**src/rtl/wd_pkg.sv**
```systemverilog
package wd_pkg;
  parameter int unsigned WD_GDIM_W = 8;

  typedef struct packed {
    logic [WD_GDIM_W-1:0] y;
    logic [WD_GDIM_W-1:0] x;
  } wd_blk_id_t;
endpackage

```
**src/rtl/wd_launch_check.sv**
```systemverilog
module wd_launch_check #(
  parameter int unsigned DIM_W     = 10,
  parameter int unsigned SMEM_W    = 15,
  parameter int unsigned GDIM_W    = 8,
  parameter int unsigned MAX_BLK   = 512,
  parameter int unsigned SLOT_SMEM = 16384,
  localparam int unsigned PROD_W   = 3*DIM_W
) (
  input  logic [DIM_W-1:0]  bx,
  input  logic [DIM_W-1:0]  by,
  input  logic [DIM_W-1:0]  bz,
  input  logic [SMEM_W-1:0] smem,
  input  logic [GDIM_W-1:0] gx,
  input  logic [GDIM_W-1:0] gy,
  output logic [PROD_W-1:0] size,
  output logic              ok
);
  always_comb begin
    size = PROD_W'(bx) * PROD_W'(by) * PROD_W'(bz);
    ok   = (size != '0) && (size <= PROD_W'(MAX_BLK)) &&
           (smem <= SMEM_W'(SLOT_SMEM)) && (gx != '0) && (gy != '0);
  end
endmodule

```
**src/rtl/wd_rr_pick.sv**
```systemverilog
module wd_rr_pick #(
  parameter int unsigned N     = 4,
  localparam int unsigned IDX_W = (N > 1) ? $clog2(N) : 1
) (
  input  logic             clk,
  input  logic             rst_n,
  input  logic [N-1:0]     fit,
  input  logic [IDX_W-1:0] ptr,
  output logic             any,
  output logic [IDX_W-1:0] sel
);
  always_comb begin
    any = 1'b0;
    sel = '0;
    for (int k = N-1; k >= 0; k--) begin
      int unsigned idx;
      idx = (int'(ptr) + k) % N;
      if (fit[idx]) begin
        any = 1'b1;
        sel = IDX_W'(idx);
      end
    end
  end

  AST_PICK_HAS_ROOM: assert property (@(posedge clk) disable iff (!rst_n)
    any |-> fit[sel]);
endmodule

```
**src/rtl/wd_slot_ledger.sv**
```systemverilog
module wd_slot_ledger #(
  parameter int unsigned SLOT_THREADS = 768,
  parameter int unsigned SLOT_SMEM    = 16384,
  localparam int unsigned THR_W       = $clog2(SLOT_THREADS+1),
  localparam int unsigned SMEM_W      = $clog2(SLOT_SMEM+1)
) (
  input  logic              clk,
  input  logic              rst_n,
  input  logic              take,
  input  logic [THR_W-1:0]  need_thr,
  input  logic [SMEM_W-1:0] need_smem,
  input  logic              ret,
  input  logic [THR_W-1:0]  ret_thr,
  input  logic [SMEM_W-1:0] ret_smem,
  output logic              fit
);
  logic [THR_W-1:0]  free_thr;
  logic [SMEM_W-1:0] free_smem;

  always_ff @(posedge clk) begin
    if (!rst_n) begin
      free_thr  <= THR_W'(SLOT_THREADS);
      free_smem <= SMEM_W'(SLOT_SMEM);
    end else begin
      free_thr  <= free_thr - (take ? need_thr : '0) + (ret ? ret_thr : '0);
      free_smem <= free_smem - (take ? need_smem : '0) + (ret ? ret_smem : '0);
    end
  end

  assign fit = (free_thr >= need_thr) && (free_smem >= need_smem);

  AST_THR_CAP: assert property (@(posedge clk) disable iff (!rst_n)
    free_thr <= THR_W'(SLOT_THREADS));
  AST_SMEM_CAP: assert property (@(posedge clk) disable iff (!rst_n)
    free_smem <= SMEM_W'(SLOT_SMEM));
endmodule

```
**src/rtl/wd_block_dist.sv**
```systemverilog
module wd_block_dist #(
  parameter int unsigned NUM_SLOTS       = 4,
  parameter int unsigned SLOT_THREADS    = 768,
  parameter int unsigned SLOT_SMEM       = 16384,
  parameter int unsigned MAX_BLK_THREADS = 512,
  parameter int unsigned DIM_W           = 10,
  localparam int unsigned THR_W  = $clog2(SLOT_THREADS+1),
  localparam int unsigned SMEM_W = $clog2(SLOT_SMEM+1),
  localparam int unsigned IDX_W  = (NUM_SLOTS > 1) ? $clog2(NUM_SLOTS) : 1,
  localparam int unsigned GDIM_W = wd_pkg::WD_GDIM_W
) (
  input  logic                        clk,
  input  logic                        rst_n,
  input  logic                        launch_valid,
  output logic                        launch_ready,
  input  logic [GDIM_W-1:0]           launch_grid_x,
  input  logic [GDIM_W-1:0]           launch_grid_y,
  input  logic [DIM_W-1:0]            launch_blk_x,
  input  logic [DIM_W-1:0]            launch_blk_y,
  input  logic [DIM_W-1:0]            launch_blk_z,
  input  logic [SMEM_W-1:0]           launch_smem,
  output logic                        launch_err,
  output logic                        disp_valid,
  input  logic                        disp_ready,
  output logic [IDX_W-1:0]            disp_slot,
  output logic [GDIM_W-1:0]           disp_blk_x,
  output logic [GDIM_W-1:0]           disp_blk_y,
  output logic [THR_W-1:0]            disp_threads,
  output logic [SMEM_W-1:0]           disp_smem,
  input  logic [NUM_SLOTS-1:0]        done_valid,
  input  logic [NUM_SLOTS*THR_W-1:0]  done_threads,
  input  logic [NUM_SLOTS*SMEM_W-1:0] done_smem,
  output logic                        grid_done
);
  import wd_pkg::*;

  localparam int unsigned CNT_W  = 2*GDIM_W + 1;
  localparam int unsigned PROD_W = 3*DIM_W;

  logic              active, all_loaded;
  wd_blk_id_t        nxt, lim, disp_id;
  logic [THR_W-1:0]  blk_thr;
  logic [SMEM_W-1:0] blk_smem;
  logic [IDX_W-1:0]  rr_ptr, sel;
  logic [NUM_SLOTS-1:0] fit;
  logic              any_fit;
  logic [CNT_W-1:0]  outstanding, ndone, out_next;
  logic [PROD_W-1:0] req_size;
  logic              req_ok, launch_fire, load, finish, last_blk;

  wd_launch_check #(
    .DIM_W(DIM_W), .SMEM_W(SMEM_W), .GDIM_W(GDIM_W),
    .MAX_BLK(MAX_BLK_THREADS), .SLOT_SMEM(SLOT_SMEM)
  ) u_check (
    .bx(launch_blk_x), .by(launch_blk_y), .bz(launch_blk_z),
    .smem(launch_smem), .gx(launch_grid_x), .gy(launch_grid_y),
    .size(req_size), .ok(req_ok)
  );

  generate
    for (genvar s = 0; s < NUM_SLOTS; s++) begin : g_slot
      wd_slot_ledger #(.SLOT_THREADS(SLOT_THREADS), .SLOT_SMEM(SLOT_SMEM)) u_ledger (
        .clk(clk), .rst_n(rst_n),
        .take(load && (sel == IDX_W'(s))),
        .need_thr(blk_thr), .need_smem(blk_smem),
        .ret(done_valid[s]),
        .ret_thr(done_threads[s*THR_W +: THR_W]),
        .ret_smem(done_smem[s*SMEM_W +: SMEM_W]),
        .fit(fit[s])
      );
    end
  endgenerate

  wd_rr_pick #(.N(NUM_SLOTS)) u_pick (
    .clk(clk), .rst_n(rst_n), .fit(fit), .ptr(rr_ptr), .any(any_fit), .sel(sel)
  );

  assign launch_ready = !active;
  assign launch_fire  = launch_valid && !active;
  assign load         = active && !all_loaded && any_fit && (!disp_valid || disp_ready);
  assign last_blk     = (nxt.x == lim.x - 1'b1) && (nxt.y == lim.y - 1'b1);
  assign ndone        = CNT_W'($countones(done_valid));
  assign out_next     = outstanding + CNT_W'(load) - ndone;
  assign finish       = active && all_loaded && (ndone != '0) && (out_next == '0);

  assign disp_blk_x   = disp_id.x;
  assign disp_blk_y   = disp_id.y;
  assign disp_threads = blk_thr;
  assign disp_smem    = blk_smem;

  always_ff @(posedge clk) begin
    if (!rst_n) begin
      active      <= 1'b0;
      all_loaded  <= 1'b0;
      nxt         <= '0;
      lim         <= '0;
      disp_id     <= '0;
      disp_valid  <= 1'b0;
      disp_slot   <= '0;
      blk_thr     <= '0;
      blk_smem    <= '0;
      rr_ptr      <= '0;
      outstanding <= '0;
      grid_done   <= 1'b0;
      launch_err  <= 1'b0;
    end else begin
      grid_done   <= finish;
      launch_err  <= launch_fire && !req_ok;
      outstanding <= out_next;
      if (launch_fire && req_ok) begin
        active     <= 1'b1;
        all_loaded <= 1'b0;
        nxt        <= '0;
        lim.x      <= launch_grid_x;
        lim.y      <= launch_grid_y;
        blk_thr    <= THR_W'(req_size);
        blk_smem   <= launch_smem;
      end
      if (finish) active <= 1'b0;
      if (load) begin
        disp_valid <= 1'b1;
        disp_id    <= nxt;
        disp_slot  <= sel;
        rr_ptr     <= (sel == IDX_W'(NUM_SLOTS-1)) ? '0 : sel + 1'b1;
        if (last_blk) all_loaded <= 1'b1;
        if (nxt.x == lim.x - 1'b1) begin
          nxt.x <= '0;
          nxt.y <= nxt.y + 1'b1;
        end else begin
          nxt.x <= nxt.x + 1'b1;
        end
      end else if (disp_valid && disp_ready) begin
        disp_valid <= 1'b0;
      end
    end
  end

  AST_IDLE_QUIET: assert property (@(posedge clk) disable iff (!rst_n)
    !active |-> !disp_valid);
  AST_REJECT_NO_GRID: assert property (@(posedge clk) disable iff (!rst_n)
    launch_err |-> !active);
  AST_DISP_HOLD: assert property (@(posedge clk) disable iff (!rst_n)
    disp_valid && !disp_ready |=> disp_valid && $stable(disp_id) && $stable(disp_slot));
  AST_DONE_PULSE: assert property (@(posedge clk) disable iff (!rst_n)
    grid_done |=> !grid_done);
  AST_DONE_IDLE: assert property (@(posedge clk) disable iff (!rst_n)
    grid_done |-> launch_ready);
endmodule

```
**config.mk**
```make
export PLATFORM = sky130hd
export DESIGN_NAME = wd_block_dist
export DESIGN_NICKNAME = d
export VERILOG_FILES = /design/src/rtl/wd_pkg.sv /design/src/rtl/wd_launch_check.sv /design/src/rtl/wd_rr_pick.sv /design/src/rtl/wd_slot_ledger.sv /design/src/rtl/wd_block_dist.sv
export SDC_FILE = /design/constraint.sdc
export NUM_CORES = 2
export LEC_CHECK = 0
export BUFFER_PORTS_ARGS = -buffer_cell sky130_fd_sc_hd__buf_2
export CORE_MARGIN = 4
export CORE_UTILIZATION = 30
export DETAILED_ROUTE_END_ITERATION = 6
export PLACE_DENSITY = 0.45
export SLEW_MARGIN = 20
export SYNTH_ARGS = -nofsm -noshare
export SYNTH_HDL_FRONTEND = slang
export SYNTH_HIERARCHICAL = 1
export SYNTH_SLANG_ARGS = --single-unit
export TNS_END_PERCENT = 1
```
**constraint.sdc**
```tcl
create_clock -name clk -period 24.1 [get_ports clk]
set_input_delay 2.41 -clock clk [delete_from_list [all_inputs] [get_ports clk]]
set_output_delay 2.41 -clock clk [all_outputs]
set_load 0.01 [all_outputs]
```
### Word-level counts from Yosys, hierarchy flattened

Index checks and enable logic that the tools add are counted.

* bits in registers: 199
* output and inout port bits: 47

* add/sub/neg operators: 29
* eq/ne operators: 5
* bitwise gates (word level): 1
* reduce and logical (&&, ||, !) cells: 37
* muxes and demuxes: 42
* magnitude comparators: 14
* multipliers: 2

Operators by type and width (number)
* $mux W15: 8
* $mux W10: 8
* $add A15 B15 Y15: 4
* $ge A15 B15 Y1: 4
* $sub A15 B15 Y15: 4
* $add A10 B10 Y10: 4
* $ge A10 B10 Y1: 4
* $sub A10 B10 Y10: 4
* $mux W16: 2
* $le A30 B10 Y1 const B: 1
* $mul A20 B10 Y30: 1
* $reduce_bool A30 Y1: 1
* $logic_and A1 B1 Y1: 23
* $mul A10 B10 Y20: 1
* $add A17 B1 Y17: 1
* $logic_not A17 Y1: 1
* $reduce_bool A17 Y1: 1
* $sub A17 B3 Y17: 1
* $add A8 B1 Y8 const B: 2
* $eq A8 B8 Y1: 2
* $mux W8: 2
* $reduce_bool A8 Y1: 2
* $sub A8 B1 Y8 const B: 2
* $le A15 B15 Y1 const B: 1
* other kinds (16): 46

### Longest topological paths before layout

* word-level depth: 15
* gate-level depth with buffers: 44

### Cells and area by module

The synthesis kept the hierarchy.

Modules (own cells, without submodules)
* wd_slot_ledger: area an instance 3309.4 um^2, seq. area each 500.5 um^2, cells each 423, times used 4
* wd_launch_check: area an instance 9606.7 um^2, seq. area each 0.0 um^2, cells each 1096, times used 1
* wd_block_dist: area an instance 5180.0 um^2, seq. area each 1981.9 um^2, cells each 642, times used 1
* wd_rr_pick: area an instance 77.6 um^2, seq. area each 0.0 um^2, cells each 13, times used 1

### Worst setup path after synthesis

No wires, ideal clock.

* path kind: input -> register
* from: input launch_blk_y[3]
* to: register lim[14] in the netlist's numbering
* setup slack: 11518 ps
* library setup time: 71 ps
* arrival time: 12511 ps
* data required time: 24029 ps
* stages on the path: 42
* cell sequence: clkbuf_1 -> nand2_1 -> fa_1 -> fa_1 -> inv_1 -> ha_1 -> inv_1 -> fa_1 -> inv_1 -> fa_1 -> ha_1 -> a21boi_0 -> o21ai_1 -> a21boi_1 -> or2_2 -> a21oi_1 -> xnor2_1 -> nand2_1 -> (+6 left out) -> fa_1 -> inv_1 -> ha_1 -> and4_1 -> nand2_1 -> a21oi_1 -> nor3_2 -> xnor2_1 -> a2111oi_2 -> or4b_1 -> nor4_2 -> nand4_1 -> nor4_2 -> and3_1 -> clkbuf_1 -> clkbuf_1 -> nand2_1 -> a21oi_1

* longest elaborated chain between the ends: 8
* elaborated cells between the ends (all ways): 9
* classes of those cells: mul (2); order compare (1); reduce/logical (6)

Ends and longest elaborated chain
* start, declared: RTL line wd_block_dist.sv:19 `input logic [DIM_W-1:0] launch_blk_y,`
* $mul A10 B10 Y20 (*): RTL line wd_launch_check.sv:19 `size = PROD_W'(bx) * PROD_W'(by) * PROD_W'(bz);`
* $mul A20 B10 Y30 (*): RTL line wd_launch_check.sv:19
* named net req_size[15]: RTL line wd_block_dist.sv:48 `logic [PROD_W-1:0] req_size;`
* $le A30 B10 Y1 / $reduce_bool A30 Y1 (equally long branches): RTL line wd_launch_check.sv:20 `ok = (size != '0) && (size <= PROD_W'(MAX_BLK)) &&`
* $logic_and A1 B1 Y1 (*) (2 in series): RTL line wd_launch_check.sv:20
* $logic_and A1 B1 Y1 (*) (2 in series): RTL line wd_launch_check.sv:21 `(smem <= SMEM_W'(SLOT_SMEM)) && (gx != '0) && (gy != '0);`
* named net req_ok: RTL line wd_block_dist.sv:49 `logic req_ok, launch_fire, load, finish, last_blk;`
* $logic_and A1 B1 Y1 (*): RTL line wd_block_dist.sv:110 `if (launch_fire && req_ok) begin`
* end, declared: RTL line wd_block_dist.sv:41 `wd_blk_id_t nxt, lim, disp_id;`

Mark *: on every way through the listed nets, which the timed path passes. The rest lies on a longest branch.
A chain may end at the register's enable or synchronous reset.

### Worst setup path in the final report

* from: input launch_blk_x[0]
* to: register nxt[4] in the netlist's numbering

* longest elaborated chain between the ends: 9
* elaborated cells between the ends (all ways): 10
* classes of those cells: mul (2); order compare (1); reduce/logical (7)

Ends and longest elaborated chain
* start, declared: RTL line wd_block_dist.sv:18 `input logic [DIM_W-1:0] launch_blk_x,`
* $mul A10 B10 Y20 (*): RTL line wd_launch_check.sv:19
* $mul A20 B10 Y30 (*): RTL line wd_launch_check.sv:19
* named net req_size[28]: RTL line wd_block_dist.sv:48
* $le A30 B10 Y1 / $reduce_bool A30 Y1 (equally long branches): RTL line wd_launch_check.sv:20
* $logic_and A1 B1 Y1 (*) (2 in series): RTL line wd_launch_check.sv:20
* $logic_and A1 B1 Y1 (*) (2 in series): RTL line wd_launch_check.sv:21
* named net req_ok: RTL line wd_block_dist.sv:49
* $logic_and A1 B1 Y1 (*): RTL line wd_block_dist.sv:110
* $reduce_bool A2 Y1 (no line) (*)
* end, declared: RTL line wd_block_dist.sv:41

Marks and branches as above.

==> impl_metrics.toml <==
[synthesis]
ys_warn_count = 6
ys_top_cells_by_area = "fa_1 (21%), ha_1 (16%), dfxtp_1 (14%)"
syn_inst = 3443
yosysTopAreaCell = "fa_1"
syn_area_per_cell_um2 = 8.16
synthesis.nets = 4260
async_flop_share_pct = 0
ys_ff_latch = 199
ys_types = 96
synth_most_common_cell = "inv_1"
synth_flop_cell = "dfxtp_1"
seq_area_frac_synth_pct = 14.2
synthTopCellsByCount = "inv_1 (589), nand2_1 (464), ha_1 (350)"
synth_area_mm2 = 0.0281
synth_top_area_share_pct = 21.2
synth-edff-count = 0

[clocking]
cts_tree = "built"
ctsLongestPathBuffers = 2
cts-buffers-inserted = 17
cts_sinks = 199
cts_root_buf = "clkbuf_16"
ctsHoldBuffers = 0
postCtsSetupRepairBufs = 0
clk_pin_slew_ns = 0.08
clkLatencyLatePin_ns = 0.50
ctsResizeCount = 0
htree_levels = 4

[floorplanning]
ios = 216
start_util_pct = 30.4
rows = 111
die_w_um = 314
fp.dieH_um = 314
die_area_mm2 = 0.0986
design.core.area_mm2 = 0.0924

[timing]
slew_viol_final = 0
period_share_pct = 58.0
fin_skew_ns = 0.0214
hold_viol = 0
tns_ns = 0
rsz0062_at_grt = "no"
finalWorstSetupSlack_ns = 10.13
period_needed_ns = 13.97
setup_violations = 0
max_slew_margin_pct = 32.9
max_freq_mhz = 71.6
worst_pin_slew_ns = 1.00

[global_routing]
grt-ovfl-total = 0
antenna_found_initial = 14
grt_pass1_vias = 23500
grt_first_pass_wirelength_um = 134000
grt_max_degree = 56
grt_usage_pct = 17.3

[placed_design]
dp_slack_ns = 9.51
io_buffers = 215
place_congestion = 0.817
dp_hpwl_um = 68100

[setup_path]
r2r-start = "disp_smem[10]"
crit_slowest_cell = "xor2_1"
crit_path_end_kind = "flip-flop"
start_kind = "input port"
cpMostUsedCell = "fa_1"
r2r_setup_slack_ns = 16.42
worstPathRequired_ns = 24.48
path_class = "in -> reg"
crit_path_start = "launch_blk_x[0]"
cp-endpoint = "nxt[4]"
slowest_delay_ns = 0.74
rr_endpoint = "grid_done"
arrival_ns = 14.35
critPathMaxFanout = 26
r2r_cells = 23

[drt]
drc = 0
routed.top_layer = "met5"
wl_met3_um = 3000
drt_wl_total_um = 85200
antenna_left = 0
first_pass_iters = 5
wl_per_cell_um = 17.5
drt-vias-per-instance = 4.74
drtIter0Drc = 1122
met1_length_um = 39700
met2_wirelength_um = 41300
vias = 23100

[hold_path]
hp-start = "disp_blk_y[3]"
hold_class = "reg -> reg"

[flow_run]
cap_violations = 0

[layout]
final_util_pct = 33.8
nets = 4419
drive_above_1_share_pct = 9.85
syn2layout_area_growth_pct = 10.9

[run_status]
outcome = "finished, final reports clean"
==> critical path, delay by kind of cell <==
family | cells | cell delay, ns
adders and majority gates | 12 | 5.82
and+or+nand+nor | 8 | 1.82
buffers and inverters | 6 | 0.97
AOI/OAI and AO/OA | 14 | 2.49
xor gates and xnor gates | 2 | 0.82
==> worst min-delay path by stage <==
stage	end	slack, ns	cells after the start
2_1_floorplan	all_loaded	0.44	2
3_3_place_gp	disp_blk_y[0]	0.44	2
3_5_place_dp	disp_blk_y[1]	0.45	2
4_1_cts	disp_blk_y[3]	0.46	2
5_1_grt	disp_blk_y[2]	0.48	2
6_report	disp_blk_y[3]	0.45	2
==> metal layers <==
layer | global-route usage, % | vias up
met4 | 3.88 | 10
met2 | 30.2 | 352
met1 | 22.8 | 11100
li1 | - | 11500
met3 | 2.36 | 66
met5 | 0 | -
==> state kept, by name, summed over array words and instances, names as in the netlist, 2 cells and up <==
name and flops:
g_slot.u_ledger/free_smem 60, g_slot.u_ledger/free_thr 40, outstanding 17, lim 16, nxt 16, disp_smem 15, disp_threads 10, disp_blk_x 8
disp_blk_y 8, disp_slot 2, rr_ptr 2
==> layout make-up <==
cell class,instances,area [um2]
antenna,10,25.0
clock buffer,21,450
clock inverter,11,114
fill,9926,61200
inverter,591,2220
multi-input combinational,2538,21400
sequential,199,3980
tap,1243,1560
timing repair buffer,255,1390
==> metrics by stage <==
| stage | instance area, um2 | cells | hold slack (ns) |
|---|---|---|---|
| final | 31200 | 4868 | 0.455 |
| after global routing | 31200 | 4860 | 0.478 |
| after CTS | 31100 | 4858 | 0.458 |
| after detailed placement | 30600 | 4826 | 0.447 |
| after global placement | 30600 | 4825 | 0.444 |
| after floorplan | 28100 | 3443 | 0.440 |
==> layout by cell type (no fill, tap or decap), types with 18 or more instances in the layout <==
cell type and count:
nand4_1 30, dfxtp_1 199, o21ai_1 18, fa_1 298
nand3_1 41, a21o_1 48, buf_4 40, and3_1 29
o21a_1 24, a211oi_1 40, buf_2 214, o21ai_0 93
and2_1 250, ha_1 350, xnor2_1 65, nor2b_1 38
nand2b_1 56, nand2_1 464, mux2i_1 19, inv_1 589
nor2_1 118, xor2_1 41, a21oi_1 196, a31oi_1 18
nor3_1 49
==> logic make-up (layout without fill, tap and decap cells) <==
| family | count (synthesis) | count (layout) | share of synthesized area [%] |
|---|---|---|---|
| adders and majority gates | 648 | 648 | 36.8 |
| and+or+nand+nor | 1173 | 1173 | 21.2 |
| xor gates and xnor gates | 110 | 110 | 3.50 |
| buffers and inverters | 706 | 878 | 9.60 |
| DFF | 199 | 199 | 14.2 |
| other | 0 | 10 | 0 |
| AOI/OAI and AO/OA | 584 | 584 | 13.9 |
| muxes | 23 | 23 | 0.837 |
Power is not shown: default switching activity piles up to over one toggle a cycle in this logic, so the estimate is an artifact.
